==> config.mk <==
export PLATFORM = sky130hd
export DESIGN_NAME = periodic_rate_gen
export DESIGN_NICKNAME = d
export VERILOG_FILES = /design/src/rtl/periodic_rate_gen.sv
export SDC_FILE = /design/constraint.sdc
export NUM_CORES = 1
export LEC_CHECK = 0
export BUFFER_PORTS_ARGS = -buffer_cell sky130_fd_sc_hd__buf_2
export CAP_MARGIN = 20
export CORE_ASPECT_RATIO = 0.75
export CORE_UTILIZATION = 60
export CTS_CLUSTER_SIZE = 20
export DETAILED_ROUTE_END_ITERATION = 6
export HOLD_SLACK_MARGIN = 0.05
export PLACE_DENSITY = 0.81
export SKIP_LAST_GASP = 1
export SLEW_MARGIN = 20
export SYNTH_ARGS = -nofsm -noshare
export SYNTH_HDL_FRONTEND = slang
export SYNTH_SLANG_ARGS = --single-unit
==> constraint.sdc <==
create_clock -name clk -period 5.5 [get_ports clk]
set_input_delay 0.275 -clock clk [delete_from_list [all_inputs] [get_ports clk]]
set_output_delay 0.275 -clock clk [all_outputs]
set_load 0.02 [all_outputs]
==> src/rtl/periodic_rate_gen.sv <==
module periodic_rate_gen #(
  parameter int CNT_W = 16,
  parameter logic [7:0] SET_MASK = 8'hC0
) (
  input  logic       clk,
  input  logic       rst_n,
  input  logic       tick,
  input  logic [3:0] rate_code,
  input  logic       pie_en,
  input  logic       sqw_en,
  input  logic       sqw_present,
  output logic [7:0] flag_set,
  output logic       sqw_pulse
);

  localparam logic [3:0] ALIAS_OFS = 4'd7;

  logic [CNT_W-1:0] cnt;
  logic [CNT_W-1:0] nxt;
  logic [CNT_W-1:0] mask;
  logic [3:0]       eff;
  logic             sqw_ok;
  logic             run;
  logic             evt;

  assign eff    = (rate_code == 4'd1 || rate_code == 4'd2) ? rate_code + ALIAS_OFS : rate_code;
  assign mask   = (CNT_W'(1) << (eff - 4'd1)) - CNT_W'(1);
  assign sqw_ok = sqw_en && sqw_present;
  assign run    = (rate_code != 4'd0) && (pie_en || sqw_ok);
  assign nxt    = cnt + CNT_W'(1);
  assign evt    = tick && run && ((nxt & mask) == '0);

  always_ff @(posedge clk) begin
    if (!rst_n) begin
      cnt       <= '0;
      flag_set  <= '0;
      sqw_pulse <= 1'b0;
    end else begin
      if (tick) cnt <= nxt;
      flag_set <= (evt && pie_en) ? SET_MASK : 8'h00;
      if (tick) sqw_pulse <= evt && sqw_ok;
    end
  end

  a_r7_flag_single: assert property (@(posedge clk) disable iff (!rst_n)
    (flag_set != 8'h00) |=> (flag_set == 8'h00));

  a_r7_flag_needs_pie: assert property (@(posedge clk) disable iff (!rst_n)
    (flag_set != 8'h00) |-> $past(pie_en));

  a_r8_sqw_rises_on_tick: assert property (@(posedge clk) disable iff (!rst_n)
    $rose(sqw_pulse) |-> $past(tick));

  a_r8_sqw_holds: assert property (@(posedge clk) disable iff (!rst_n)
    (sqw_pulse && !tick) |=> sqw_pulse);

  a_r4_code0_silent: assert property (@(posedge clk) disable iff (!rst_n)
    (rate_code == 4'd0) |=> (flag_set == 8'h00));

  a_r6_on_grid: assert property (@(posedge clk) disable iff (!rst_n)
    (flag_set != 8'h00) |-> ((cnt & $past(mask)) == '0));

endmodule

# Word level (Yosys, flattened, before mapping)

Cells that the tools add are included.

Register bits: 25
Word-level logic and storage cells: 23
Output and inout bits: 9
Bits in latches: 0
RAM bits: 0
Bits in read-only memories: 0
Input port bits: 10
Memories kept: 0

Add/sub/neg operators: 4
Divide/modulo/power cells: 0
Muxes and demuxes: 2
$mul: 0
Order comparisons: 0
Shifts and indexed selects: 1
Reduce and logical (&&, ||, !) cells: 10
Equal/unequal tests: 2
Bitwise operators: 1

Operator list:

| cell                  | count |
|---|---|
| $add 16x1->16 const B | 1 |
| $and 16x16->16        | 1 |
| $logic_not 16->1      | 1 |
| $shl 1x4->16 const A  | 1 |
| $sub 16x2->16 const B | 1 |
| $mux 8                | 1 |
| $logic_and 1x1->1     | 6 |
| $add 4x3->4 const B   | 1 |
| $eq 4x1->1 const B    | 1 |
| $eq 4x2->1 const B    | 1 |
| $mux 4                | 1 |
| $reduce_bool 4->1     | 1 |
| $sub 4x1->4 const B   | 1 |
| $logic_or 1x1->1      | 2 |

# Depth between registers and ports, before layout

Word-level depth: 11
Depth in mapped cells: 15
Depth with buffers taken out: 13

# Worst setup path after synthesis

OpenSTA, ideal clock, no wires.

Kind: input -> register
From: input port rate_code[0]
To: register flag_set[6]
Slack: 2.488 ns
Stages on the path: 15
Setup time: 0.087 ns
Arrival: 2.925 ns
Required time: 5.413 ns
Cells stage by stage: buf_2 inv_1 ha_1 inv_1 nor3_4 or3_1 ha_1 clkbuf_1 o21ai_0 a211o_1 a221oi_1 xnor2_1 a21oi_1 nand4_1 nor4b_2

Word-level cells in the longest chain between the ends: 11

RTL lines:

| element                                               | line | source |
|---|---|---|
| from (decl)                                           | 8    | `input logic [3:0] rate_code,` |
| branches (longest 8 deep; another with $sub 16x2->16) | -    |  |
| $logic_and 1x1->1 *                                   | 31   | `assign evt = tick && run && ((nxt & mask) == '0);` |
| $logic_and 1x1->1 *                                   | 40   | `flag_set <= (evt && pie_en) ? SET_MASK : 8'h00;` |
| $mux 8 *                                              | 40   |  |
| to (signal assigned)                                  | 40   |  |
| to (decl)                                             | 12   | `output logic [7:0] flag_set,` |

Mark *: on every way between the ends.
A chain may end at the register's enable or synchronous reset.

# Worst setup path after layout

From: input port rate_code[1]
To: register flag_set[6]

The elaborated chain is that of the path after synthesis.

==> results by group <==
Run status
  • Run status: complete, no violations

Placement
  • Placed cell count: 299
  • Routability cong.: 0.985
  • I/O Buffers: 12
  • Post-place setup slack: approximately 1900 ps
  • Placed Area: about 2000 um2
  • DP HPWL: 3520 um

Global routing
  • Busiest grt layer: met1
  • Met3 Use GR: 11.4%
  • First-pass GRT wire length: ~8000 um
  • Largest net degree at the start of global routing: 19
  • GRT met1 Usage: 45.1%
  • Initial antenna violation count: 0
  • GRT met2 Usage: between 30 and 40%
  • Grt ovf: 0
  • Vias in the first global route: 1671
  • Gr usage total: 29.5%

Timing
  • Final hold violation count: 0
  • Relative max-transition margin: 46.3%
  • Worst Tran Pin Value: 795 ps
  • Fin Hold WS: 298 ps
  • Final setup vio count: 0
  • Fin crit share: 62.8%
  • RSZ-0062 raised after global routing: no
  • Max Fclk: about 290 MHz
  • Final Critical Period: 3460 ps
  • Final WS setup: between 2000 and 2500 ps
  • Post-route clock skew: 1.53 ps
  • Final Max Slew Viols: 0
  • Setup TNS: 0 ps

CTS
  • Clock buffer depth: 2
  • Post-CTS Resized: 0
  • Clk slew on worst S/H paths: about 70 ps
  • Num CTS Buffers: 3
  • CTS tree: yes
  • Postcts setup bufs: 0
  • Htree depth: 1
  • Root buf cell: clkbuf_8
  • Worst skew pair latency: 260 ps
  • Sink Count: 18
  • CTS Hold Buffers Added: 0

Layout
  • Layout Utilization: 66.8%
  • Commonest cells after routing, fill and taps aside: nor2_1 (21), dfxtp_1 (18), xnor2_1 (17)
  • Nets: about 280
  • Commonest non-fill, non-tap cell in the layout: nor2_1
  • Fraction of layout cells with a size suffix above 1: 10.6%
  • Non-Filler Instances: 303
  • Cell area after layout: 2030 um2
  • Area growth from synthesis to layout: 2.78%
  • ANT cells: 0

Worst setup path
  • Crit path buf inv count: 2
  • Critical path peak fanout: 16
  • CP cell instances: buf_2, inv_2, ha_1, or2_1, a21oi_1, or3_1, ha_1, o21ai_0, a211o_1, a221oi_1, xnor2_1, a21oi_1, nand4_1, nor4b_2
  • CP arrival: 3630 ps
  • RR Endpoint: flag_set[6]
  • Worst Setup End Kind: flop
  • R2R depth: 9
  • Register-to-register setup slack: 2820 ps
  • Critical Path RT: 5680 ps
  • Crit-path max cell delay: 490 ps
  • Startpoint Class: primary input
  • Worst R2R Start: cnt[0]
  • CP Depth: 14
  • CP max stage cell: ha_1
  • Kind of critical path: in -> reg
  • CP delay by family, top: compound AO/OA/AOI/OAI gates

Drt
  • First drt pass iteration count: 7
  • Post-DRT Antenna Nets: 0
  • Total number of vias: 1952
  • Final wirelength: 4760 um
  • First DRT Iteration DRCs: 226
  • Drt wl/cell: approximately 16 um
  • Number of vias per cell: 6.44
  • DRC: 0

Floorplan
  • # IOs: 19
  • Starting Density: 65.0%
  • Core Box Area: 3040 um2
  • Total die area: 3530 um2
  • Die Ht: ~52 um
  • # rows: 17
  • Die width: about 70 um

Hold path
  • HP Class: in -> reg
  • Hold Startpoint: sqw_en
  • Worst hold path cell count: 3
  • Hold EP: sqw_pulse

Logic synthesis
  • Cells after Synth: 269
  • Post-Synth Simple-Gate Area: 28.6%
  • Post-synthesis instance area: 1980 um2
  • Main synth FF type: dfxtp_1
  • Synth Area in Adders: between 3 and 4%
  • Xor-xnor portion of the synthesized cell area: about 12%
  • Post-synthesis cell type count: between 60 and 70
  • EDFF count, synth: 0
  • Mux cell area share after synthesis: 1.08%
  • Largest family of logic cells by synthesized area: simple AND/OR/NAND/NOR gates
  • Sequential share of the synthesized area: 18.2%
  • Syn_area_per_cell: between 7 and 8 um2
  • Synth warn: 0
  • Post-synth ARST share: 0%
  • Post-synthesis compound-gate area fraction: 27.1%
  • Post-synthesis sequential element count: 18

Power and ir drop
  • Pint: between 0.2 and 0.25 mW
  • P_leak: around 0.7 nW
  • Flop pwr share: 40.5%
  • Sw frac: about a third
  • Max VDD drop: ~120 uV
  • Pwr Density: 165 nW/um2
  • Clock share of power: 32.7%
  • NetSw: between 0.1 and 0.15 mW
  • Pwr Total: 0.335 mW
  • Comb power frac: between 20 and 30%

Run
  • Max cap viols: 0
==> worst min-delay path: stages <==
cell and delay, ps:
buf_2 100, nand3b_1 80, o31ai_1 60
==> per-layer routing <==
layer	up-vias	part of all wire [%]	routed length [um]
li1	957	-	-
met1	888	48	2280
met2	99	40	1910
met3	8	11	524
met4	0	0.97	46
met5	-	0	0
==> cells in the mapped netlist, drive strengths merged (4+ instances only) <==
| cell type | count | area, um2 |
|---|---|---|
| buf | 12 | 81.3 |
| nand2 | 16 | 60.1 |
| a211oi | 4 | 30.0 |
| xor2 | 11 | 96.3 |
| o21ai | 12 | 60.1 |
| a21oi | 15 | 75.1 |
| and2 | 12 | 75.1 |
| nand3 | 17 | 90.1 |
| a31oi | 8 | 50.1 |
| clkbuf | 14 | 52.6 |
| a21boi | 4 | 30.0 |
| ha | 6 | 75.1 |
| nor3 | 6 | 46.3 |
| dfxtp | 18 | 360 |
| nor2 | 22 | 90.1 |
| o31ai | 5 | 37.5 |
| inv | 9 | 33.8 |
| or3 | 5 | 31.3 |
| xnor2 | 17 | 149 |
| nand4 | 8 | 50.1 |
==> worst max path at each step <==
stage,endpoint,startpoint,slack [ps]
after floorplan,flag_set[6],rate_code[0],2490
after global placement,flag_set[6],rate_code[1],1990
after detailed placement,flag_set[6],rate_code[1],1860
after CTS,flag_set[6],rate_code[1],2120
after global routing,flag_set[6],rate_code[1],1740
final,flag_set[6],rate_code[1],2040
==> power by group through the flow <==
stage                     clock, mW  sequential (mW)  combinational, mW
after CTS                     0.110            0.136             0.0869
final                         0.110            0.136             0.0899
after global routing          0.115            0.136             0.0982
after detailed placement          0            0.139             0.0864
after floorplan                   0            0.137             0.0730
after global placement            0            0.139             0.0859
==> cell families after synthesis <==
group,after synthesis
buf+inv,35
xor+xnor,28
compound gates,75
mux,2
simple gates,103
flops,18
other cells,2
fa+ha+maj,6
==> flip-flops by register name, summed over array words and instances, names as in the netlist <==
name,flops
cnt,16
flag_set,1
sqw_pulse,1
==> final cells by class <==
cell class / instances / area, um2
inverter: 9 / 33.8
timing repair buffer: 13 / 67.6
fill: 282 / 1010
sequential: 18 / 360
tap: 38 / 47.5
clock buffer: 4 / 55.1
multi-input combinational: 221 / 1470
Power figures use the tool's default switching activity.
